$ cat src/rtl/rlb_pkg.sv
package rlb_pkg;
  parameter int VPN_W  = 20;
  parameter int PPN_W  = 20;
  parameter int PROT_W = 4;

  typedef logic [VPN_W-1:0]  vpn_t;
  typedef logic [PPN_W-1:0]  ppn_t;
  typedef logic [PROT_W-1:0] prot_t;

  // two comparators: inclusive low bound, exclusive high bound
  function automatic logic span_covers(vpn_t lo, vpn_t hi, vpn_t v);
    return (lo <= v) && (v < hi);
  endfunction

  // zero-extend the page number, then add the offset modulo 2^PPN_W
  function automatic ppn_t shift_page(vpn_t v, ppn_t ofs);
    ppn_t ext;
    ext = '0;
    ext[VPN_W-1:0] = v;
    return ext + ofs;
  endfunction
endpackage

$ cat src/rtl/rlb_cmp.sv
module rlb_cmp
  import rlb_pkg::*;
#(
  parameter int ENTRIES = 32
) (
  input  logic [ENTRIES-1:0]            slot_valid,
  input  logic [ENTRIES-1:0][VPN_W-1:0] slot_lo,
  input  logic [ENTRIES-1:0][VPN_W-1:0] slot_hi,
  input  vpn_t                          probe,
  output logic [ENTRIES-1:0]            covers
);
  for (genvar g = 0; g < ENTRIES; g++) begin : g_cmp
    assign covers[g] = slot_valid[g] & span_covers(slot_lo[g], slot_hi[g], probe);
  end
endmodule

$ cat src/rtl/rlb_pick.sv
module rlb_pick #(
  parameter int ENTRIES = 32,
  localparam int IDX_W = (ENTRIES > 1) ? $clog2(ENTRIES) : 1
) (
  input  logic               clk,
  input  logic               rst_n,
  input  logic [ENTRIES-1:0] covers,
  output logic               any_hit,
  output logic [IDX_W-1:0]   win_idx
);
  logic [ENTRIES-1:0] win_oh;

  // lowest set bit wins
  assign win_oh  = covers & (~covers + ENTRIES'(1));
  assign any_hit = |covers;

  always_comb begin
    win_idx = '0;
    for (int i = ENTRIES - 1; i >= 0; i--) begin
      if (covers[i]) win_idx = IDX_W'(i);
    end
  end

  AST_PICK_ONEHOT: assert property (@(posedge clk) disable iff (!rst_n)
    $onehot0(win_oh) && ((win_oh & ~covers) == '0));
  AST_PICK_LOWEST: assert property (@(posedge clk) disable iff (!rst_n)
    any_hit |-> win_oh[win_idx]);
endmodule

$ cat src/rtl/rlb_victim.sv
module rlb_victim #(
  parameter int ENTRIES = 32,
  localparam int IDX_W = (ENTRIES > 1) ? $clog2(ENTRIES) : 1
) (
  input  logic               clk,
  input  logic               rst_n,
  input  logic [ENTRIES-1:0] slot_valid,
  input  logic               write_now,
  output logic [IDX_W-1:0]   target
);
  logic [IDX_W-1:0] rot_q;
  logic [IDX_W-1:0] free_idx;
  logic             all_full;

  assign all_full = &slot_valid;

  always_comb begin
    free_idx = '0;
    for (int i = ENTRIES - 1; i >= 0; i--) begin
      if (!slot_valid[i]) free_idx = IDX_W'(i);
    end
  end

  assign target = all_full ? rot_q : free_idx;

  always_ff @(posedge clk) begin
    if (!rst_n) begin
      rot_q <= '0;
    end else if (write_now && all_full) begin
      if (rot_q == IDX_W'(ENTRIES - 1)) rot_q <= '0;
      else                              rot_q <= rot_q + IDX_W'(1);
    end
  end

  AST_ROT_BOUND: assert property (@(posedge clk) disable iff (!rst_n)
    rot_q <= IDX_W'(ENTRIES - 1));
  AST_ROT_STILL: assert property (@(posedge clk) disable iff (!rst_n)
    (write_now && !all_full) |=> $stable(rot_q));
endmodule

$ cat src/rtl/range_lookaside.sv
module range_lookaside
  import rlb_pkg::*;
#(
  parameter int ENTRIES = 32,
  localparam int IDX_W = (ENTRIES > 1) ? $clog2(ENTRIES) : 1
) (
  input  logic              clk,
  input  logic              rst_n,
  input  logic              lk_valid,
  input  logic [VPN_W-1:0]  lk_vpn,
  output logic              rsp_valid,
  output logic              rsp_hit,
  output logic [PPN_W-1:0]  rsp_ppn,
  output logic [PROT_W-1:0] rsp_prot,
  output logic              walk_req,
  output logic [VPN_W-1:0]  walk_vpn,
  input  logic              walk_ack,
  input  logic              fill_valid,
  input  logic [VPN_W-1:0]  fill_base,
  input  logic [VPN_W-1:0]  fill_limit,
  input  logic [PPN_W-1:0]  fill_offset,
  input  logic [PROT_W-1:0] fill_prot,
  input  logic              flush_all
);
  logic [ENTRIES-1:0]             valid_q;
  logic [ENTRIES-1:0][VPN_W-1:0]  lo_q;
  logic [ENTRIES-1:0][VPN_W-1:0]  hi_q;
  logic [ENTRIES-1:0][PPN_W-1:0]  ofs_q;
  logic [ENTRIES-1:0][PROT_W-1:0] prot_q;

  logic [ENTRIES-1:0] covers;
  logic               any_hit;
  logic [IDX_W-1:0]   win_idx;
  logic [IDX_W-1:0]   fill_slot;

  // named events for the assertions
  logic fill_fire;
  logic miss_event;
  logic walk_launch;
  logic walk_done;

  assign fill_fire   = fill_valid & ~flush_all;
  assign miss_event  = lk_valid & ~any_hit;
  assign walk_done   = walk_req & walk_ack;
  assign walk_launch = miss_event & ~walk_req;

  rlb_cmp #(.ENTRIES(ENTRIES)) u_cmp (
    .slot_valid (valid_q),
    .slot_lo    (lo_q),
    .slot_hi    (hi_q),
    .probe      (lk_vpn),
    .covers     (covers)
  );

  rlb_pick #(.ENTRIES(ENTRIES)) u_pick (
    .clk     (clk),
    .rst_n   (rst_n),
    .covers  (covers),
    .any_hit (any_hit),
    .win_idx (win_idx)
  );

  rlb_victim #(.ENTRIES(ENTRIES)) u_victim (
    .clk        (clk),
    .rst_n      (rst_n),
    .slot_valid (valid_q),
    .write_now  (fill_fire),
    .target     (fill_slot)
  );

  // entry storage: payload needs no reset, valid bits gate it
  always_ff @(posedge clk) begin
    if (fill_fire) begin
      lo_q[fill_slot]   <= fill_base;
      hi_q[fill_slot]   <= fill_limit;
      ofs_q[fill_slot]  <= fill_offset;
      prot_q[fill_slot] <= fill_prot;
    end
  end

  always_ff @(posedge clk) begin
    if (!rst_n) begin
      valid_q <= '0;
    end else if (flush_all) begin
      valid_q <= '0;
    end else if (fill_fire) begin
      valid_q[fill_slot] <= 1'b1;
    end
  end

  // registered response
  always_ff @(posedge clk) begin
    if (!rst_n) begin
      rsp_valid <= 1'b0;
      rsp_hit   <= 1'b0;
      rsp_ppn   <= '0;
      rsp_prot  <= '0;
    end else begin
      rsp_valid <= lk_valid;
      if (lk_valid) begin
        rsp_hit  <= any_hit;
        rsp_ppn  <= any_hit ? shift_page(lk_vpn, ofs_q[win_idx]) : '0;
        rsp_prot <= any_hit ? prot_q[win_idx] : '0;
      end
    end
  end

  // walker request, one outstanding at a time
  always_ff @(posedge clk) begin
    if (!rst_n) begin
      walk_req <= 1'b0;
      walk_vpn <= '0;
    end else if (walk_done) begin
      walk_req <= 1'b0;
    end else if (walk_launch) begin
      walk_req <= 1'b1;
      walk_vpn <= lk_vpn;
    end
  end

  AST_RSP_TIMED: assert property (@(posedge clk) disable iff (!rst_n)
    rsp_valid |-> $past(lk_valid));
  AST_RSP_FOLLOWS: assert property (@(posedge clk) disable iff (!rst_n)
    lk_valid |=> rsp_valid);
  AST_WALK_HELD: assert property (@(posedge clk) disable iff (!rst_n)
    (walk_req && !walk_ack) |=> (walk_req && $stable(walk_vpn)));
  AST_WALK_DROP: assert property (@(posedge clk) disable iff (!rst_n)
    walk_done |=> !walk_req);
  AST_MISS_RAISES: assert property (@(posedge clk) disable iff (!rst_n)
    walk_launch |=> (walk_req && rsp_valid && !rsp_hit));
  AST_FLUSH_EMPTY: assert property (@(posedge clk) disable iff (!rst_n)
    flush_all |=> (valid_q == '0));
  AST_FILL_LANDS: assert property (@(posedge clk) disable iff (!rst_n)
    fill_fire |=> ($countones(valid_q) >= 1));
  AST_MISS_ZERO: assert property (@(posedge clk) disable iff (!rst_n)
    (rsp_valid && !rsp_hit) |-> (rsp_ppn == '0 && rsp_prot == '0));
endmodule

$ cat config.mk
export PLATFORM = sky130hd
export DESIGN_NAME = range_lookaside
export DESIGN_NICKNAME = d
export VERILOG_FILES = /design/src/rtl/rlb_pkg.sv /design/src/rtl/rlb_cmp.sv /design/src/rtl/rlb_pick.sv /design/src/rtl/rlb_victim.sv /design/src/rtl/range_lookaside.sv
export SDC_FILE = /design/constraint.sdc
export NUM_CORES = 2
export LEC_CHECK = 0
export BUFFER_PORTS_ARGS = -buffer_cell sky130_fd_sc_hd__buf_2
export CORE_ASPECT_RATIO = 1.75
export CORE_MARGIN = 4
export CORE_UTILIZATION = 24
export DETAILED_ROUTE_END_ITERATION = 10
export PLACE_DENSITY = 0.43
export SLEW_MARGIN = 20
export SYNTH_ARGS = -nofsm -noshare
export SYNTH_HDL_FRONTEND = slang
export SYNTH_SLANG_ARGS = --single-unit
$ cat constraint.sdc
create_clock -name clk -period 10.8 [get_ports clk]
set_clock_uncertainty 0.2 [all_clocks]
set_input_delay 0.54 -clock clk [delete_from_list [all_inputs] [get_ports clk]]
set_output_delay 0.54 -clock clk [all_outputs]
set_load 0.005 [all_outputs]
## Yosys cells after proc, flatten, opt, wreduce, memory -nomap -nowiden

Cells that the tools add are included.

- Flip-flop bits (word level): 2,132
- Input port bits: 90
- Output and inout bits: 47
- Word-level logic and storage cells: 369

- $add $sub $neg: 2
- Magnitude comparators: 67
- Equal/unequal tests: 1
- Muxes and demuxes: 82
- Bitwise logic cells: 42
- Reductions and logical operators: 39

Operators by type and width:

| cell | number |
|---|---|
| 640-bit bitwise mux | 3 |
| 20-bit less-or-equal comparator | 32 |
| 20-bit less-than comparator | 32 |
| 5-bit 2-to-1 mux | 66 |
| 128-bit bitwise mux | 1 |
| 20-bit binary-select mux with 5-bit select | 1 |
| 20-bit demux with 5-bit select | 1 |
| 20-bit 2-to-1 mux | 3 |
| 1-bit bitwise AND | 36 |
| 1-bit logical AND | 34 |
| 32-bit OR | 1 |
| 32-bit AND reduction | 1 |
| 32-bit OR reduction | 1 |
| 20-bit adder | 1 |
| 4-bit binary-select mux with 5-bit select | 1 |
| 4-bit demux with 5-bit select | 1 |
| 5-bit by 6-bit less-than comparator with 1-bit output, second input constant | 2 |
| 4-bit 2-to-1 mux | 3 |
| 5-bit by 1-bit adder with 5-bit output, second input constant | 1 |
| 1-bit demux with 5-bit select | 1 |
| 5-bit == test, second input constant | 1 |
| 5-bit by 1-bit greater-or-equal comparator with 1-bit output, second input constant | 1 |
| 1-bit NOT | 5 |
| 2-bit OR reduction | 2 |
| other kinds (2) | 2 |

## Depth between registers and ports, before layout

- Word-level depth: 39
- Depth in mapped cells: 37

## Modules after synthesis

From an unflattened synthesis, not the netlist that was laid out.

- Cell total of the unflattened synthesis: 6,820
- Area total of the unflattened synthesis: 101,717.6 µm²

Modules (own cells, without submodules):

| module | times used | cells each | area an instance (µm²) | sequential area each (µm²) |
|---|---|---|---|---|
| range_lookaside | 1 | 2,818 | 71,125.7 | 63,080.5 |
| rlb_cmp | 1 | 3,836 | 29,474.5 | 0.0 |
| rlb_victim | 1 | 101 | 732.0 | 100.1 |
| rlb_pick | 1 | 65 | 385.4 | 0.0 |

## Least setup slack after synthesis

No wires, ideal clock.

- Kind: input-to-reg
- Start: input lk_vpn[5]
- End: register rsp_ppn[19]
- Setup time: 0.126 ns
- Arrival: 7.701 ns
- Required time: 10.474 ns
- Path slack: 2.773 ns
- Stages: 35
- Cell sequence: inv_1 > ha_1 > a21oi_1 > o21ai_0 > a221o_1 > a2111o_1 > a221oi_1 > o21ba_2 > nand4_1 > or4b_4 > a21oi_4 > buf_6 > buf_4 > buf_4 > mux2i_1 > a21oi_1 > a211oi_1 > a21oi_1 > mux2_2 > ha_1 > a21o_1 > a21o_1 > a21o_1 > a21o_1 > a21o_1 > a21oi_1 > o2111a_1 > o31ai_1 > o41a_1 > nand3_1 > nand2_1 > and3_1 > and2_1 > a221oi_1 > nand3_1

- Longest elaborated chain between the ends: 39

Ends and longest elaborated chain:

| what | line | text |
|---|---|---|
| start: declaration | range_lookaside.sv:10 | `input logic [VPN_W-1:0] lk_vpn,` |
| 20-bit less-or-equal comparator or 20-bit less-than comparator (tied branches) | rlb_pkg.sv:12 | `return (lo <= v) && (v < hi);` |
| 1-bit logical AND | rlb_pkg.sv:12 |  |
| 1-bit bitwise AND | rlb_cmp.sv:13 | `assign covers[g] = slot_valid[g] & span_covers(slot_lo[g], slot_hi[g], probe);` |
| 5-bit 2-to-1 mux (32 in a row) | rlb_pick.sv:20 | `if (covers[i]) win_idx = IDX_W'(i);` |
| 20-bit binary-select mux with 5-bit select | range_lookaside.sv:102 | `rsp_ppn <= any_hit ? shift_page(lk_vpn, ofs_q[win_idx]) : '0;` |
| 20-bit 2-to-1 mux (not written as such) | range_lookaside.sv:102 |  |
| 20-bit adder | rlb_pkg.sv:20 | `return ext + ofs;` |
| 20-bit 2-to-1 mux (*) | range_lookaside.sv:102 |  |
| end signal: assignment | range_lookaside.sv:102 |  |
| end: declaration | range_lookaside.sv:13 | `output logic [PPN_W-1:0] rsp_ppn,` |

Mark *: on every way between the ends. The rest lies on a longest branch, timed or not. The select of a mux whose other input is x is not followed.
A chain may end at the register's enable or synchronous reset.

## Final worst setup path

- Start: input lk_vpn[9]
- End: register rsp_ppn[19]

The elaborated chain is that of the path after synthesis.

==> impl_metrics.json <==
{
  "path_clk_slew_ps": 70,
  "grt_pass1_vias": 67404,
  "syn_area_mm2": 0.103,
  "crit_family": "compound AO/OA/AOI/OAI gates",
  "synth_largest_area_cell": "edfxtp_1",
  "clk_latency_ps": 920,
  "max_stage_delay_ps": 560,
  "core-area_mm2": 0.429,
  "synth_edf_count": 2048,
  "hold_class": "input port to register",
  "grt_first_pass_wirelength_um": 512000,
  "firstDrtPassIters": 8,
  "antenna_left": 0,
  "antenna_found_initial": 29,
  "dp_cells": 13395,
  "htreeDepth": 4,
  "clk_path_buf_depth": 4,
  "cts_buffers": 210,
  "tightestPinTransition_ps": 1240,
  "crit_arrival_ps": 9780,
  "drive_gt1_share_pct": 9.90,
  "area_growth_syn_to_layout_pct": 16.3,
  "r2r_start": "hi_q[62]",
  "cts_tree": "done",
  "path_max_fanout": 14,
  "min_from": "fill_base[3]",
  "io_pins": 137,
  "yosysSeqAreaShare_pct": 61.2,
  "synth_cell_types": 79,
  "layout_common_cells": "edfxtp_1, ha_1, inv_1, a21oi_1, nand2_1",
  "syn-num-nets": 8922,
  "netlist_top_cells_area": "edfxtp_1, ha_1, inv_1, a21oi_1, a211oi_1",
  "io_buffer_count": 136,
  "finalSetupViolCount": 0,
  "post-route-min-period_ps": 9180,
  "die_h_um": 876,
  "viasPerCell": 4.78,
  "drv_cap": 0,
  "synth_warnings": 0,
  "nets": 9410,
  "critPathBufInv": 7,
  "final_cell_area_mm2": 0.120,
  "crit_top_cell": "a21o_1",
  "grt_overflow": 0,
  "grt_setup_unrepaired": "no",
  "dr.first_iter.drc_count": 4060,
  "cp-end-kind": "register",
  "power_mw": 17.7,
  "routabilityCongestion": 0.838,
  "ir_worst_vdd_uv": 152,
  "hold_viol_final": 0,
  "fp-row-count": 318,
  "p_leak_nw": 44.6,
  "netlist_instances": 7560,
  "yosys_register_bits": 2132,
  "timing_worst_setup_path_type": "input port to register",
  "yosysTopAreaCellShare_pct": 59.6,
  "avgSynthCellArea_um2": 13.7,
  "postPlaceCellArea_mm2": 0.113,
  "clkSinkCount": 2132,
  "cts_root_buffer": "clkbuf_16",
  "fmax_mhz": 109,
  "final_common_cell": "edfxtp_1",
  "cts_resized": 0,
  "dieArea_mm2": 0.441,
  "worstPathRequired_ps": 11400,
  "synthFlopType": "edfxtp_1",
  "wirelength_um": 369000,
  "status": "complete, no violations",
  "die_w_um": 504,
  "grt_start_max_net_pins": 147,
  "hpwlAfterDp_um": 233000,
  "finish.utilization_pct": 28.0,
  "crit_path_start": "lk_vpn[9]",
  "worst_path_max_delay_cell": "or4b_4",
  "vias": 66116,
  "post-route-period-util_pct": 85.0,
  "pwr_density_cell_mw_per_mm2": 147,
  "post_cts_buffers": 0,
  "drc_errors": 0,
  "stdcell_count": 13819,
  "slew_headroom_pct": 16.6,
  "grt_usage_pct": 16.2,
  "detail_route.wl_per_cell_um": 26.7,
  "start_util_pct": 24.1,
  "critPathLaunchType": "input port",
  "tns_ps": 0,
  "synthArstFlopShare_pct": 0,
  "slew_viol_final": 0
}
==> worst paths after layout <==
kind             endpoint  slack (ps)  cells after the start
min             lo_q[323]          40                      1
max           rsp_ppn[19]        1620                     37
max reg2reg   rsp_ppn[19]        1960                     35
min reg2reg  walk_vpn[12]         270                      2
==> cells in the mapped netlist (19+ instances only) <==
cell type,instances
o21a_1,28
and2_1,26
nand3_1,155
nor2b_1,216
o21ai_0,257
nand2_1,332
a2111oi_0,29
dfxtp_1,84
mux2i_1,211
and3_1,21
edfxtp_1,2048
nor4_1,29
o31ai_1,19
nor2_1,164
a31oi_1,28
a21o_1,125
nor3_1,71
mux2_2,41
buf_2,36
ha_1,1271
nand2b_1,66
a21boi_0,58
clkbuf_1,86
o211ai_1,50
a211oi_1,330
a221oi_1,22
inv_1,738
and4_1,41
o2111ai_1,26
a21oi_1,525
nand4_1,157
==> through the flow <==
stage	hold WS, ps	worst slack, ps
after CTS	7.65	1740
final	40.7	1620
after detailed placement	260	1040
after floorplan	247	2770
after global routing	36.1	1310
after global placement	255	839
==> layout make-up <==
type / count / area (µm²)
Clock inverter: 95 / 952
Multi-Input combinational cell: 4536 / 36900
Timing Repair Buffer: 430 / 3560
Fill cell: 43268 / 308000
Clock buffer: 283 / 5740
Tap cell: 5600 / 7010
Antenna cell: 5 / 12.5
Inverter: 738 / 2770
Sequential cell: 2132 / 63200
==> kinds of logic after synthesis <==
kind of cell	Yosys count	synth area share (%)
multiplexers	264	2.75
AO/OA/AOI/OAI	1636	10.2
adder cells (fa/ha/maj)	1272	15.4
buffers and inverters	892	3.38
flip-flops	2132	61.2
AND/OR/NAND/NOR	1351	6.90
XOR/XNOR	13	0.110
==> layer usage <==
metal	GRT usage (%)	routed length, µm
met5	0	41
met4	5.84	14800
met3	1.45	10100
met2	31.9	202000
met1	17.9	143000
==> where the power goes <==
part / switching, mW / total (mW) / internal [mW]
Clock: 3.34 / 7.50 / 4.15
Sequential: 0.00848 / 9.08 / 9.07
Combinational: 0.788 / 1.12 / 0.331
Total: 4.14 / 17.7 / 13.6
==> repair_timing <==
item	in CTS	in global routing
hold buffers	40	0
endpoints found under the hold margin	837	0
setup endpoints to repair	0	0
==> state kept, by name, indices dropped and copies added (netlist names) <==
| signal | cells |
|---|---|
| rsp_prot | 4 |
| lo_q | 640 |
| rsp_valid | 1 |
| rsp_hit | 1 |
| ofs_q | 640 |
| prot_q | 128 |
| walk_vpn | 20 |
| rsp_ppn | 20 |
| valid_q | 32 |
| u_victim.rot_q | 5 |
| hi_q | 640 |
| walk_req | 1 |
No activity file was read; power rests on OpenSTA's default activity.
